`src/rtl/irqsm_pkg.sv`:
```
package irqsm_pkg;
    localparam int NUM_CH   = 2;
    localparam int SRC_PER  = 2;
    localparam int NUM_SRC  = NUM_CH * SRC_PER;
    localparam int ADDR_W   = 2;
    localparam int DATA_W   = 8;

    localparam logic [ADDR_W-1:0] OFF_STAT_CH0 = 2'd2;
    localparam logic [ADDR_W-1:0] OFF_STAT_CH1 = 2'd3;

    // bit positions that software decodes
    localparam int B_DEV      = 0;
    localparam int B_BM       = 1;
    localparam int B_MASK0    = 0;
    localparam int B_MASK1    = 1;
    localparam int B_DEV1     = 2;
    localparam int B_BM1      = 3;
    localparam int B_LEGACY   = 4;

    typedef struct packed {
        logic bm;
        logic dev;
    } chan_stat_t;

    typedef enum logic {
        ROUTE_SHARED = 1'b0,
        ROUTE_FIXED  = 1'b1
    } route_mode_t;

    // level driven on a host line for a logical request
    function automatic logic drive_level(input logic req, input logic low);
        return req ^ low;
    endfunction

    function automatic logic chan_request(input chan_stat_t s, input logic masked);
        return (s.dev | s.bm) & ~masked;
    endfunction
endpackage

```
`src/rtl/irqsm_src_latch.sv`:
```
module irqsm_src_latch #(
    parameter int W = 4
) (
    input  logic         clk,
    input  logic         rst,
    input  logic [W-1:0] src,
    input  logic [W-1:0] clr,
    output logic [W-1:0] stat
);
    logic [W-1:0] src_q;
    logic [W-1:0] rise;

    for (genvar i = 0; i < W; i++) begin : g_bit
        assign rise[i] = src[i] & ~src_q[i];

        always_ff @(posedge clk) begin
            if (rst) begin
                src_q[i] <= 1'b0;
                stat[i]  <= 1'b0;
            end else begin
                src_q[i] <= src[i];
                stat[i]  <= (stat[i] & ~clr[i]) | rise[i];
            end
        end

        p_set_on_rise_r2: assert property (@(posedge clk) disable iff (rst)
            (src[i] && !src_q[i]) |=> stat[i]);
        p_clear_r3: assert property (@(posedge clk) disable iff (rst)
            (clr[i] && !(src[i] && !src_q[i])) |=> !stat[i]);
        p_hold_r3: assert property (@(posedge clk) disable iff (rst)
            (!clr[i] && !(src[i] && !src_q[i])) |=> $stable(stat[i]));
    end
endmodule

```
`src/rtl/irqsm_regs.sv`:
```
module irqsm_regs
    import irqsm_pkg::*;
(
    input  logic              clk,
    input  logic              rst,
    input  logic              wr_en,
    input  logic [ADDR_W-1:0] wr_addr,
    input  logic [DATA_W-1:0] wr_data,
    input  logic [ADDR_W-1:0] rd_addr,
    input  chan_stat_t        stat0,
    input  chan_stat_t        stat1,
    input  logic              legacy,
    output logic [DATA_W-1:0] rd_data,
    output logic [SRC_PER-1:0] clr0,
    output logic [SRC_PER-1:0] clr1,
    output logic [NUM_CH-1:0]  mask
);
    logic hit0;
    logic hit1;

    assign hit0 = wr_en && (wr_addr == OFF_STAT_CH0);
    assign hit1 = wr_en && (wr_addr == OFF_STAT_CH1);

    always_comb begin
        clr0 = '0;
        clr1 = '0;
        if (hit0) begin
            clr0[0] = wr_data[B_DEV];
            clr0[1] = wr_data[B_BM];
        end
        if (hit1) begin
            clr1[0] = wr_data[B_DEV1];
            clr1[1] = wr_data[B_BM1];
        end
    end

    always_ff @(posedge clk) begin
        if (rst) begin
            mask <= '0;
        end else if (hit1) begin
            mask[0] <= wr_data[B_MASK0];
            mask[1] <= wr_data[B_MASK1];
        end
    end

    always_comb begin
        rd_data = '0;
        unique case (rd_addr)
            OFF_STAT_CH0: begin
                rd_data[B_DEV] = stat0.dev;
                rd_data[B_BM]  = stat0.bm;
            end
            OFF_STAT_CH1: begin
                rd_data[B_MASK0]  = mask[0];
                rd_data[B_MASK1]  = mask[1];
                rd_data[B_DEV1]   = stat1.dev;
                rd_data[B_BM1]    = stat1.bm;
                rd_data[B_LEGACY] = legacy;
            end
            default: rd_data = '0;
        endcase
    end

    p_mask_load_r6: assert property (@(posedge clk) disable iff (rst)
        (wr_en && wr_addr == OFF_STAT_CH1) |=> (mask == $past(wr_data[1:0])));
    p_mask_keep_r6: assert property (@(posedge clk) disable iff (rst)
        !(wr_en && wr_addr == OFF_STAT_CH1) |=> $stable(mask));
endmodule

```
`src/rtl/irqsm_route.sv`:
```
module irqsm_route
    import irqsm_pkg::*;
(
    input  logic              clk,
    input  logic              rst,
    input  chan_stat_t        stat0,
    input  chan_stat_t        stat1,
    input  logic [NUM_CH-1:0] mask,
    input  logic              legacy,
    input  logic [NUM_CH-1:0] pol_low,
    output logic              line_a,
    output logic              line_b,
    output logic              line_sh
);
    route_mode_t mode;
    logic [NUM_CH-1:0] req;
    logic nxt_a;
    logic nxt_b;
    logic nxt_sh;

    assign mode   = legacy ? ROUTE_FIXED : ROUTE_SHARED;
    assign req[0] = chan_request(stat0, mask[0]);
    assign req[1] = chan_request(stat1, mask[1]);

    always_comb begin
        nxt_a  = drive_level(1'b0, pol_low[0]);
        nxt_b  = drive_level(1'b0, pol_low[1]);
        nxt_sh = drive_level(1'b0, pol_low[0]);
        case (mode)
            ROUTE_FIXED: begin
                nxt_a = drive_level(req[0], pol_low[0]);
                nxt_b = drive_level(req[1], pol_low[1]);
            end
            default: nxt_sh = drive_level(|req, pol_low[0]);
        endcase
    end

    always_ff @(posedge clk) begin
        if (rst) begin
            line_a  <= pol_low[0];
            line_b  <= pol_low[1];
            line_sh <= pol_low[0];
        end else begin
            line_a  <= nxt_a;
            line_b  <= nxt_b;
            line_sh <= nxt_sh;
        end
    end

    p_shared_idle_r8: assert property (@(posedge clk) disable iff (rst)
        legacy |=> (line_sh == $past(pol_low[0])));
    p_fixed_idle_r9: assert property (@(posedge clk) disable iff (rst)
        !legacy |=> (line_a == $past(pol_low[0]) && line_b == $past(pol_low[1])));
    p_masked_quiet_r7: assert property (@(posedge clk) disable iff (rst)
        (legacy && mask[0]) |=> (line_a == $past(pol_low[0])));
endmodule

```
`src/rtl/irq_stat_mask_unit.sv`:
```
module irq_stat_mask_unit
    import irqsm_pkg::*;
(
    input  logic              clk,
    input  logic              rst,
    input  logic [1:0]        dev_irq,
    input  logic [1:0]        bm_irq,
    input  logic              legacy_strap,
    input  logic [1:0]        pol_low,
    input  logic              wr_en,
    input  logic [1:0]        wr_addr,
    input  logic [7:0]        wr_data,
    input  logic [1:0]        rd_addr,
    output logic [7:0]        rd_data,
    output logic              irq_fixed_a,
    output logic              irq_fixed_b,
    output logic              irq_shared
);
    logic [NUM_SRC-1:0] src_vec;
    logic [NUM_SRC-1:0] clr_vec;
    logic [NUM_SRC-1:0] stat_vec;
    logic [SRC_PER-1:0] clr0;
    logic [SRC_PER-1:0] clr1;
    logic [NUM_CH-1:0]  mask;
    chan_stat_t         stat0;
    chan_stat_t         stat1;

    // order: {ch1.bm, ch1.dev, ch0.bm, ch0.dev}
    assign src_vec = {bm_irq[1], dev_irq[1], bm_irq[0], dev_irq[0]};
    assign clr_vec = {clr1, clr0};
    assign stat0   = '{bm: stat_vec[1], dev: stat_vec[0]};
    assign stat1   = '{bm: stat_vec[3], dev: stat_vec[2]};

    irqsm_src_latch #(.W(NUM_SRC)) u_latch (
        .clk  (clk),
        .rst  (rst),
        .src  (src_vec),
        .clr  (clr_vec),
        .stat (stat_vec)
    );

    irqsm_regs u_regs (
        .clk     (clk),
        .rst     (rst),
        .wr_en   (wr_en),
        .wr_addr (wr_addr),
        .wr_data (wr_data),
        .rd_addr (rd_addr),
        .stat0   (stat0),
        .stat1   (stat1),
        .legacy  (legacy_strap),
        .rd_data (rd_data),
        .clr0    (clr0),
        .clr1    (clr1),
        .mask    (mask)
    );

    irqsm_route u_route (
        .clk     (clk),
        .rst     (rst),
        .stat0   (stat0),
        .stat1   (stat1),
        .mask    (mask),
        .legacy  (legacy_strap),
        .pol_low (pol_low),
        .line_a  (irq_fixed_a),
        .line_b  (irq_fixed_b),
        .line_sh (irq_shared)
    );

    p_reset_clean_r1: assert property (@(posedge clk)
        rst |=> (stat_vec == '0 && mask == '0));
endmodule

```
`config.mk`:
```
export PLATFORM = sky130hd
export DESIGN_NAME = irq_stat_mask_unit
export DESIGN_NICKNAME = d
export VERILOG_FILES = /design/src/rtl/irqsm_pkg.sv /design/src/rtl/irqsm_src_latch.sv /design/src/rtl/irqsm_regs.sv /design/src/rtl/irqsm_route.sv /design/src/rtl/irq_stat_mask_unit.sv
export SDC_FILE = /design/constraint.sdc
export NUM_CORES = 1
export LEC_CHECK = 0
export ABC_CLOCK_PERIOD_IN_PS = 2000
export BUFFER_PORTS_ARGS = -buffer_cell sky130_fd_sc_hd__buf_2
export CORE_MARGIN = 1
export CORE_UTILIZATION = 35
export CTS_CLUSTER_DIAMETER = 40
export CTS_CLUSTER_SIZE = 14
export DETAILED_ROUTE_END_ITERATION = 10
export PLACE_DENSITY_LB_ADDON = 0.12
export SKIP_CTS_REPAIR_TIMING = 1
export SYNTH_ARGS = -nofsm -noshare
export SYNTH_HDL_FRONTEND = slang
export SYNTH_SLANG_ARGS = --single-unit
```
`constraint.sdc`:
```
create_clock -name clk -period 2 [get_ports clk]
set_input_delay 0.3 -clock clk [delete_from_list [all_inputs] [get_ports clk]]
set_output_delay 0.3 -clock clk [all_outputs]
set_load 0.1 [all_outputs]
```
* Word-level counts from Yosys, hierarchy flattened
Cells that the tools add are included.
** Storage, ports and cells
- Flip-flop bits (word level) :: 13
- Bits in latches :: 0
- Bits in writable memories :: 0
- Bits in read-only memories :: 0
- Output and inout bits :: 11
- Logic and storage cells :: 59
- Memories :: 0
** Cells by class
- Add/sub/neg operators :: 0
- Multiply operators :: 0
- Div/mod/pow operators :: 0
- Order comparisons :: 0
- Equality and inequality tests :: 4
- Shift operators :: 0
- Mux-type cells :: 11
- Bitwise gates (word level) :: 29
- Reduce and logical (&&, ||, !) cells :: 3
** Operator list (number)
- 1-bit AND :: 10
- 1-bit NOT :: 10
- 2-bit == test, second input constant :: 4
- 1-bit two-way mux :: 7
- 1-bit OR :: 6
- 2-bit two-way mux :: 2
- 2-bit case mux with 2 select lines :: 1
- 3-bit two-way mux :: 1
- 1-bit XOR :: 3
- 1-bit logical AND :: 2
- 2-bit OR reduction :: 1

* Logic depth before layout (Yosys ltp)
Gate-level depths: netlist of run 1.
- Word-level depth :: 6
- Depth in mapped cells :: 3

* Hierarchy
From an unflattened synthesis of run 1, not the netlist that was laid out.
** Second synthesis, totals
- Cells, all modules :: 60
- Area total of the unflattened synthesis :: 604.3 sq um
** Modules (own cells, without submodules)
- irqsm_src_latch :: instances 1, cells an instance 24, area an instance 255.2 sq um
- irqsm_regs :: instances 1, cells an instance 24, area an instance 210.2 sq um
- irqsm_route :: instances 1, cells an instance 12, area an instance 138.9 sq um

* Worst setup path after synthesis of run 1
No wires, ideal clock.
- Kind :: reg2out
- Start :: reg u_latch.stat[0]
- End :: out rd_data[0]
- Arrival :: 1.791 ns
- Required time :: 1.700 ns
- Path slack :: -0.091 ns
- Stages on the path, launching flop included :: 3
- Cell sequence :: dfxtp_1 -> mux2i_1 -> nor2b_1
** On the way
- Word-level cells in the longest chain between the ends :: 1
** Ends and longest elaborated chain
- start: declaration :: RTL line irqsm_src_latch.sv:8 : output logic [W-1:0] stat
- start signal: indexed assignment :: RTL line irqsm_src_latch.sv:22 : stat[i] <= (stat[i] & ~clr[i]) | rise[i];
- 2-bit case mux with 2 select lines :: RTL line irqsm_regs.sv:48 : unique case (rd_addr)
- end: declaration :: RTL line irq_stat_mask_unit.sv:14 : output logic [7:0] rd_data,
Every way passes these cells.

* Worst setup path after layout of run 1
- Start :: reg u_latch.stat[1]
- End :: out rd_data[1]
Same word-level chain as after synthesis.

==> results of run 1 <==
cell usage in the layout (no fill, tap or decap):
master	count
o21bai_1	1
conb_1	3
o21bai_4	1
nor2b_1	4
mux2i_1	4
dfxtp_1	13
clkbuf_1	1
inv_1	2
xor2_1	3
buf_2	25
nand3_1	1
nand2b_1	7
clkbuf_4	3
a211oi_2	1
o21ai_0	4
nor2_1	4
a21oi_1	4
nand2_1	1
and3_1	3
nor2b_2	2
kinds of logic after synthesis:
group | share of synthesized area (%)
simple gates | 21.9
compound gates | 13.9
other cells | 0.662
mux | 7.06
buf+inv | 5.96
xor+xnor | 4.64
flops | 45.9
routing by layer:
layer	part of all wire, %	vias up
li1	-	245
met1	52	190
met2	39	23
met3	6.7	2
met4	1.7	0
met5	0	-
power by group through the flow:
stage	Sequential, mW	Combinational [mW]	Clock, mW
finish	0.286	0.178	0.157
detailed placement	0.293	0.179	0
floorplan	0.340	0.0971	0
global placement	0.292	0.178	0
CTS	0.286	0.179	0.168
global route	0.288	0.188	0.176
layout make-up:
type / count / area, um^2
fillers: 152 / 782
multi-input cells: 43 / 285
flip-flops and latches: 13 / 260
repair buffers: 25 / 125
clock buffers: 4 / 26.3
well taps: 16 / 20.0
inverters: 2 / 7.51
final timing paths:
check                                       from              end  slack (ns)  depth (start not counted)
worst max-delay path             u_latch.stat[1]       rd_data[1]        0.38                          3
worst min-delay path                  pol_low[1]   u_route.line_b        0.22                          2
worst max register to register    u_regs.mask[0]  u_route.line_sh        1.06                          3
worst min register to register  u_latch.src_q[2]  u_latch.stat[2]        0.48                          2
metrics by stage:
stage	cell area, um^2	util, %
3_5_place_dp	698	46.3
2_1_floorplan	579	-
5_1_grt	724	48.1
6_report	724	48.1
3_3_place_gp	698	46.3
4_1_cts	724	48.1
sequential cells by signal, summed over array words and instances (netlist names):
| signal | cells |
|---|---|
| u_latch.src_q | 4 |
| u_latch.stat | 4 |
| u_regs.mask | 2 |
| u_route.line_a | 1 |
| u_route.line_b | 1 |
| u_route.line_sh | 1 |
==> impl_metrics.csv, run 1 <==
group,metric,value,unit
grt,grt_use_total,13.1,%
run_status,status,"finished, violations left",
synth,synth_area,567,um^2
floorplan,die_h,42.2,um
layout,fin_cells,103,
setup_path,path_cells,"mux2i_1 -> nor2b_2 -> buf_2",
floorplan,coreArea,1510,um^2
drt,drt_iter0_drc,7,
grt,grt_pass1_wl,1750,um
power_and_ir_drop,swShare,36.1,%
clocking,clkSinkCount,13,
timing,setup_tns,0,ns
timing,fin_crit_sh,81.2,%
power_and_ir_drop,p_int,0.397,mW
synth,ys_ff_latch,13,
synth,yosysTopAreaCellShare,45.9,%
power_and_ir_drop,power_switching,0.224,mW
drt,avgRoutedWirePerCell,10.0,um
flow_run,maxCapViolations,0,
timing,fmax,0.615,GHz
clocking,htreeDepth,1,
timing,clock_skew,0.00267,ns
power_and_ir_drop,power_density,857,nW/um^2
setup_path,crit_path_end_kind,"output pin",
layout,num_antenna_cells,0,
timing,rsz0062_at_grt,"false",
clocking,path_clk_slew,0.08,ns
synth,async_flop_share,0,%
drt,drc_errors,1,
synth,synthCells,60,
synth,synthTopCellsByCount,"13 x dfxtp_1, 7 x nand2b_1, 6 x nor2b_1",
timing,whs,0.224,ns
power_and_ir_drop,p_leak,0.373,nW
setup_path,critPathBufInv,1,
grt,grt_remaining_overflow,0,
power_and_ir_drop,vdd_drop_max,495,uV
floorplan,die-area,1780,um^2
drt,wl,1030,um
synth,ys_top_cells_by_area,"dfxtp_1 46%, nand2b_1 7.7%, mux2i_1 7.1%",
layout,drive_gt1_share,36.8,%
drt,ant_nets,0,
grt,antenna_found_initial,0,
power_and_ir_drop,seq_power_share,46.1,%
timing,hold_viol,0,
grt,use_met3,2.59,%
grt,grt.met1_usage,17.3,%
floorplan,placementRows,14,
setup_path,path_delay_family,"buffers and inverters",
power_and_ir_drop,power,0.621,mW
clocking,numCtsBuffers,3,
setup_path,cpMaxStageDelayCell,"buf_2",
drt,via_per_inst,4.47,
synth,synth_edf_count,0,
clocking,cts.path.max_buffers,2,
grt,gr-usage-met2,18.8,%
setup_path,worstSetupStartpointType,"flip-flop",
grt,first_global_vias,424,
placed_design,gp_congestion,0.668,
power_and_ir_drop,combPwrFrac,28.7,%
synth,yosys.cell_types.count,18,
run_status,failed_checks,"DRC",
drt,drt_pass1_iterations,7,
floorplan,start_util,37.6,%
synth,yosysTopAreaCell,"dfxtp_1",
setup_path,cp.arrival,1.32,ns
placed_design,pre_cts_ws,0.595,ns
setup_path,critical_path_class,"reg -> out",
clocking,cts-root-buf,"clkbuf_4",
setup_path,cp.required,1.70,ns
synth,syn_avg_cell_area,9.45,um^2
synth,seq_area_frac_synth,45.9,%
timing,setup_viol,0,
placed_design,io_buffers,25,
grt,grt_max_degree,13,
floorplan,io_pins,33,
floorplan,die_x,42.2,um
clocking,cts_tree,"done",
timing,finalMaxSlewViolations,0,
placed_design,hpwl,792,um
setup_path,path_max_fanout,3,
synth,yosysWarningCount,0,
grt,gr-max-usage-layer,"met2",
drt,via_count,460,
timing,fin_ws,0.375,ns
synth,synth_most_common_cell,"dfxtp_1",
synth,synthFlopType,"dfxtp_1",
worst_hold_path,hold_class,"in -> reg",
layout,layout.nets,110,
power_and_ir_drop,pwr-share-clk,25.2,%
timing,timing.final.crit_period,1.62,ns
clocking,clock_latency,0.27,ns
setup_path,crit_path_max_incr_delay,0.42,ns
placed_design,dp.cells,99,
layout,area_growth,27.8,%
Power figures use the tool's default switching activity.
==> inputs of run 2 (changes only) <==
--- a/config.mk
+++ b/config.mk
@@ -5,7 +5,7 @@
 export SDC_FILE = /design/constraint.sdc
 export NUM_CORES = 1
 export LEC_CHECK = 0
-export ABC_CLOCK_PERIOD_IN_PS = 2000
+export ABC_CLOCK_PERIOD_IN_PS = 1500
 export BUFFER_PORTS_ARGS = -buffer_cell sky130_fd_sc_hd__buf_2
 export CORE_MARGIN = 1
 export CORE_UTILIZATION = 35
==> constraint.sdc (replaced) <==
create_clock -name clk -period 1.5 [get_ports clk]
set_input_delay 0.225 -clock clk [delete_from_list [all_inputs] [get_ports clk]]
set_output_delay 0.225 -clock clk [all_outputs]
set_load 0.1 [all_outputs]
==> run 2 against run 1 <==
Compared with the run above:
- the flow still finishes with violations (DRC)
- worst hold slack got worse by 0.10 ns
- critical path depth down 1
- sequential share of layout area fell by 1.5 points
- critical path type unchanged
==> impl_metrics.csv, run 2 (synthesis gave the netlist of run 1 again) <==
group,metric,value,unit
power_and_ir_drop,vdd_drop_max,470,uV
setup_path,timing.reg2reg.setup_slack,0.55,ns
setup_path,cpMaxStageDelayCell,"buf_2",
setup_path,rr_startpoint,"u_regs.mask[0]",
drt,drt_pass1_iterations,6,
setup_path,cp.arrival,1.21,ns
timing,setup_tns,0,ns
placed_design,gp_congestion,0.700,
power_and_ir_drop,power_switching,0.317,mW
drt,avgRoutedWirePerCell,10.0,um
drt,drt_iter0_drc,6,
power_and_ir_drop,combPwrFrac,29.0,%
setup_path,r2r_cells,3,
floorplan,die_h,42.2,um
power_and_ir_drop,p_int,0.533,mW
setup_path,critical_path_class,"reg -> out",
grt,grt_pass1_wl,1690,um
grt,grt_use_total,12.8,%
clocking,path_clk_slew,0.08,ns
worst_hold_path,hold_path_end,"u_route.line_b",
floorplan,coreArea,1510,um^2
power_and_ir_drop,power_density,1120,nW/um^2
flow_run,maxCapViolations,0,
timing,fmax,0.699,GHz
clocking,cts-root-buf,"clkbuf_4",
power_and_ir_drop,pwr-share-clk,26.1,%
setup_path,crit_path_max_incr_delay,0.41,ns
placed_design,io_buffers,25,
power_and_ir_drop,swShare,37.3,%
layout,postLayoutCellArea,756,um^2
floorplan,die_x,42.2,um
setup_path,path_max_fanout,3,
layout,drive_gt1_share,37.9,%
layout,layout_commonest_cell,"buf_2",
worst_hold_path,hold_depth,2,
power_and_ir_drop,power,0.850,mW
clocking,cts.path.max_buffers,2,
timing,fin_crit_sh,95.4,%
placed_design,pre_cts_ws,0.329,ns
layout,top_regs,"u_latch.src_q x4, u_latch.stat x4, u_regs.mask x2",
clocking,clock_latency,0.28,ns
worst_hold_path,hold_path.startpoint,"pol_low[1]",
run_status,status,"finished, violations left",
placed_design,postPlaceCellArea,728,um^2
timing,clock_skew,0.00108,ns
setup_path,path_cells,"and3_1 -> buf_2",
power_and_ir_drop,seq_power_share,44.9,%
setup_path,cp.required,1.27,ns
setup_path,worstSetupStartpointType,"flip-flop",
timing,hold_viol,0,
layout,mostFrequentLayoutCells,"23 x buf_2, 13 x dfxtp_1, 7 x nand2b_1",
placed_design,dp.cells,99,
drt,via_count,481,
layout,fin_cells,103,
floorplan,io_pins,33,
timing,setup_viol,0,
drt,wl,1040,um
timing,timing.final.crit_period,1.43,ns
grt,antenna_found_initial,0,
layout,num_antenna_cells,0,
grt,grt_remaining_overflow,0,
power_and_ir_drop,p_leak,0.381,nW
timing,finalMaxSlewViolations,0,
floorplan,placementRows,14,
drt,via_per_inst,4.67,
grt,first_global_vias,417,
clocking,htreeDepth,1,
setup_path,worstReg2RegEnd,"u_route.line_sh",
drt,ant_nets,0,
run_status,failed_checks,"DRC",
setup_path,crit_path_end_kind,"output pin",
timing,fin_ws,0.0688,ns
layout,area_growth,33.3,%
floorplan,die-area,1780,um^2
clocking,clkSinkCount,13,
timing,rsz0062_at_grt,"false",
clocking,cts_tree,"done",
clocking,numCtsBuffers,3,
floorplan,start_util,37.6,%
grt,grt_max_degree,13,
layout,layout.nets,110,
drt,drc_errors,1,
worst_hold_path,hold_class,"in -> reg",
==> run 2: cell count changes in the layout (fill, tap and decap cells not counted), sizes merged <==
| cell | delta |
|---|---|
| clkbuf | -1 |
| clkinv | +1 |
==> run 2: how the worst max path moves through the flow <==
stage	startpoint	to	depth (start not counted)
after detailed placement	rd_addr[0]	rd_data[3]	3
after global routing	u_latch.stat[2]	rd_data[2]	2
final	u_latch.stat[2]	rd_data[2]	2
after CTS	u_latch.stat[2]	rd_data[2]	2
after floorplan	u_latch.stat[0]	rd_data[0]	2
after global placement	rd_addr[0]	rd_data[2]	3
==> run 2: per-layer routing <==
metal	track usage (%)	wire, um
met1	13.8	458
met2	21.2	462
met3	7.33	100
met4	3.75	14
met5	0	0
==> run 2: power by group through the flow <==
stage	registers, mW	clock network, mW	logic [mW]
floorplan	0.454	0	0.129
global placement	0.390	0	0.246
detailed placement	0.390	0	0.247
CTS	0.382	0.231	0.248
global route	0.385	0.249	0.259
finish	0.381	0.222	0.246
==> run 2: per-stage QoR <==
stage | hold WS [ns] | utilization (%)
floorplan | 0.322 | -
global placement | 0.428 | 48.3
detailed placement | 0.424 | 48.3
CTS | 0.120 | 50.2
global route | 0.122 | 50.2
finish | 0.124 | 50.2
==> run 2: cell type report <==
cell class / count / area [um^2]
fillers: 149 / 751
multi-input cells: 43 / 285
flip-flops and latches: 13 / 260
repair buffers: 25 / 155
clock buffers: 3 / 22.5
well taps: 16 / 20.0
inverters: 2 / 7.51
clock inverters: 1 / 5.00
==> run 2: worst max-delay path: cells and delay by family (launching register included) <==
kind	cells	cell delay [ns]
buffers and inverters	1	0.41
flip-flops	1	0.36
AND/OR/NAND/NOR	1	0.15
==> inputs of run 3 (changes only) <==
--- a/config.mk
+++ b/config.mk
@@ -8,10 +8,12 @@
 export ABC_CLOCK_PERIOD_IN_PS = 1500
 export BUFFER_PORTS_ARGS = -buffer_cell sky130_fd_sc_hd__buf_2
 export CORE_MARGIN = 1
-export CORE_UTILIZATION = 35
+export CORE_UTILIZATION = 43
+export CTS_BUF_LIST = sky130_fd_sc_hd__clkbuf_2 sky130_fd_sc_hd__clkbuf_4 sky130_fd_sc_hd__clkbuf_8
 export CTS_CLUSTER_DIAMETER = 40
 export CTS_CLUSTER_SIZE = 14
 export DETAILED_ROUTE_END_ITERATION = 10
+export MAX_ROUTING_LAYER = met4
 export PLACE_DENSITY_LB_ADDON = 0.12
 export SKIP_CTS_REPAIR_TIMING = 1
 export SYNTH_ARGS = -nofsm -noshare
==> run 3 against run 2 <==
Compared with the run above:
- the flow now finishes without violations
- fmax is 0.49% higher
- total power is 1.2% higher
- die area is 18% lower
- combinational power hardly changed
- setup slack better by 0.0070 ns
- largest power group unchanged
==> impl_metrics.csv, run 3 (synthesis gave the netlist of run 1 again) <==
group,metric,value,unit
run_status,status,"complete, no violations",
floorplan,die_h,38.3,um
timing,clock_skew,0.00499,ns
clocking,cts.path.max_buffers,2,
power_and_ir_drop,p_leak,0.382,nW
drt,ant_nets,0,
timing,setup_viol,0,
setup_path,path_cells,"and3_1 -> buf_2",
layout,drive_gt1_share,37.9,%
power_and_ir_drop,swShare,35.5,%
timing,fmax,0.702,GHz
clocking,clkSinkCount,13,
timing,rsz0062_at_grt,"false",
power_and_ir_drop,seq_power_share,44.4,%
clocking,cts-root-buf,"clkbuf_4",
layout,area_growth,33.3,%
layout,nFillCells,103,
setup_path,crit_path_end_kind,"output pin",
power_and_ir_drop,power,0.860,mW
grt,use_met3,5.23,%
timing,finalMaxSlewViolations,0,
clocking,htreeDepth,1,
floorplan,start_util,48.4,%
timing,hold_viol,0,
layout,top_regs,"u_latch.src_q x4, u_latch.stat x4, u_regs.mask x2",
floorplan,die-area,1470,um^2
power_and_ir_drop,power_switching,0.305,mW
layout,register_area,260,um^2
timing,timing.final.crit_period,1.42,ns
timing,fin_ws,0.0758,ns
setup_path,cp.required,1.27,ns
floorplan,io_pins,33,
timing,fin_crit_sh,94.9,%
grt,antenna_found_initial,0,
clocking,clock_latency,0.27,ns
setup_path,crit_path_max_incr_delay,0.42,ns
placed_design,gp_congestion,0.632,
clocking,numCtsBuffers,3,
setup_path,cpMaxStageDelayCell,"buf_2",
setup_path,path_max_fanout,3,
drt,wl,989,um
grt,gr-max-usage-layer,"met2",
placed_design,pre_cts_ws,0.341,ns
timing,setup_tns,0,ns
floorplan,coreArea,1170,um^2
clocking,cts_tree,"done",
layout,num_antenna_cells,0,
power_and_ir_drop,pwr-share-clk,27.0,%
worst_hold_path,hold_class,"in -> reg",
grt,grt.met1_usage,21.2,%
power_and_ir_drop,p_int,0.554,mW
setup_path,startpoint,"u_latch.stat[2]",
grt,gr-usage-met2,26.7,%
grt,grt_pass1_wl,1670,um
setup_path,critical_path_class,"reg -> out",
layout,layout.nets,110,
grt,grt_max_degree,13,
grt,grt_remaining_overflow,0,
drt,via_per_inst,4.54,
layout,layout_commonest_cell,"buf_2",
power_and_ir_drop,power_density,1140,nW/um^2
drt,via_count,459,
drt,drt_pass1_iterations,3,
setup_path,rr_startpoint,"u_regs.mask[0]",
floorplan,placementRows,12,
power_and_ir_drop,combPwrFrac,28.5,%
drt,avgRoutedWirePerCell,9.79,um
power_and_ir_drop,vdd_drop_max,610,uV
drt,drc_errors,0,
clocking,path_clk_slew,0.08,ns
setup_path,cp.arrival,1.20,ns
drt,drt_iter0_drc,2,
floorplan,die_x,38.3,um
grt,grt_use_total,17.5,%
layout,mostFrequentLayoutCells,"23 x buf_2, 13 x dfxtp_1, 7 x nand2b_1",
worst_hold_path,hold_path.startpoint,"pol_low[1]",
flow_run,maxCapViolations,0,
placed_design,io_buffers,25,
grt,first_global_vias,395,
setup_path,worstSetupStartpointType,"flip-flop",
layout,multiInputGateArea,285,um^2
## run 3: cell types whose count changed in the layout (fill, tap and decap cells not counted)
cell,before,now
clkbuf_4,3,4
clkinv_2,1,0
## run 3: routing by layer
| metal | part of all wire, % | up-vias |
|---|---|---|
| met5 | 0 | - |
| met4 | 1.1 | 0 |
| met3 | 7.9 | 2 |
| met2 | 41 | 25 |
| met1 | 50 | 188 |
| li1 | - | 244 |
## run 3: critical path, delay by kind of cell, from the launching register on
kind / cells / cell delay, ns
buffers and inverters: 1 / 0.42
DFF: 1 / 0.36
and+or+nand+nor: 1 / 0.15
## run 3: worst paths after layout
kind	endpoint	cells past startpoint	slack (ns)
worst min register to register	u_latch.stat[1]	2	0.49
worst min-delay path	u_route.line_b	2	0.14
worst max-delay path	rd_data[2]	2	0.08
worst max register to register	u_route.line_sh	3	0.55
## run 3: area by class of cell
class / instances / area share [%]
Inverter: 2 / 0.993
Timing Repair Buffer: 25 / 20.5
Tap cell: 14 / 2.32
Clock buffer: 4 / 3.97
Sequential cell: 13 / 34.4
Multi-Input combinational cell: 43 / 37.7
## run 3: power groups by stage
stage	Clock (mW)	Combinational [mW]	Sequential, mW
final	0.232	0.245	0.382
after global routing	0.257	0.259	0.386
after CTS	0.237	0.247	0.382
after detailed placement	0	0.247	0.390
after global placement	0	0.244	0.389
after floorplan	0	0.129	0.454
## run 3: metrics by stage
stage	hold slack [ns]	utilization [%]	area [um^2]	instances
2_1_floorplan	0.322	-	579	62
3_3_place_gp	0.422	62.0	726	97
3_5_place_dp	0.428	62.0	726	97
4_1_cts	0.135	64.5	756	101
5_1_grt	0.136	64.5	756	101
6_report	0.144	64.5	756	101
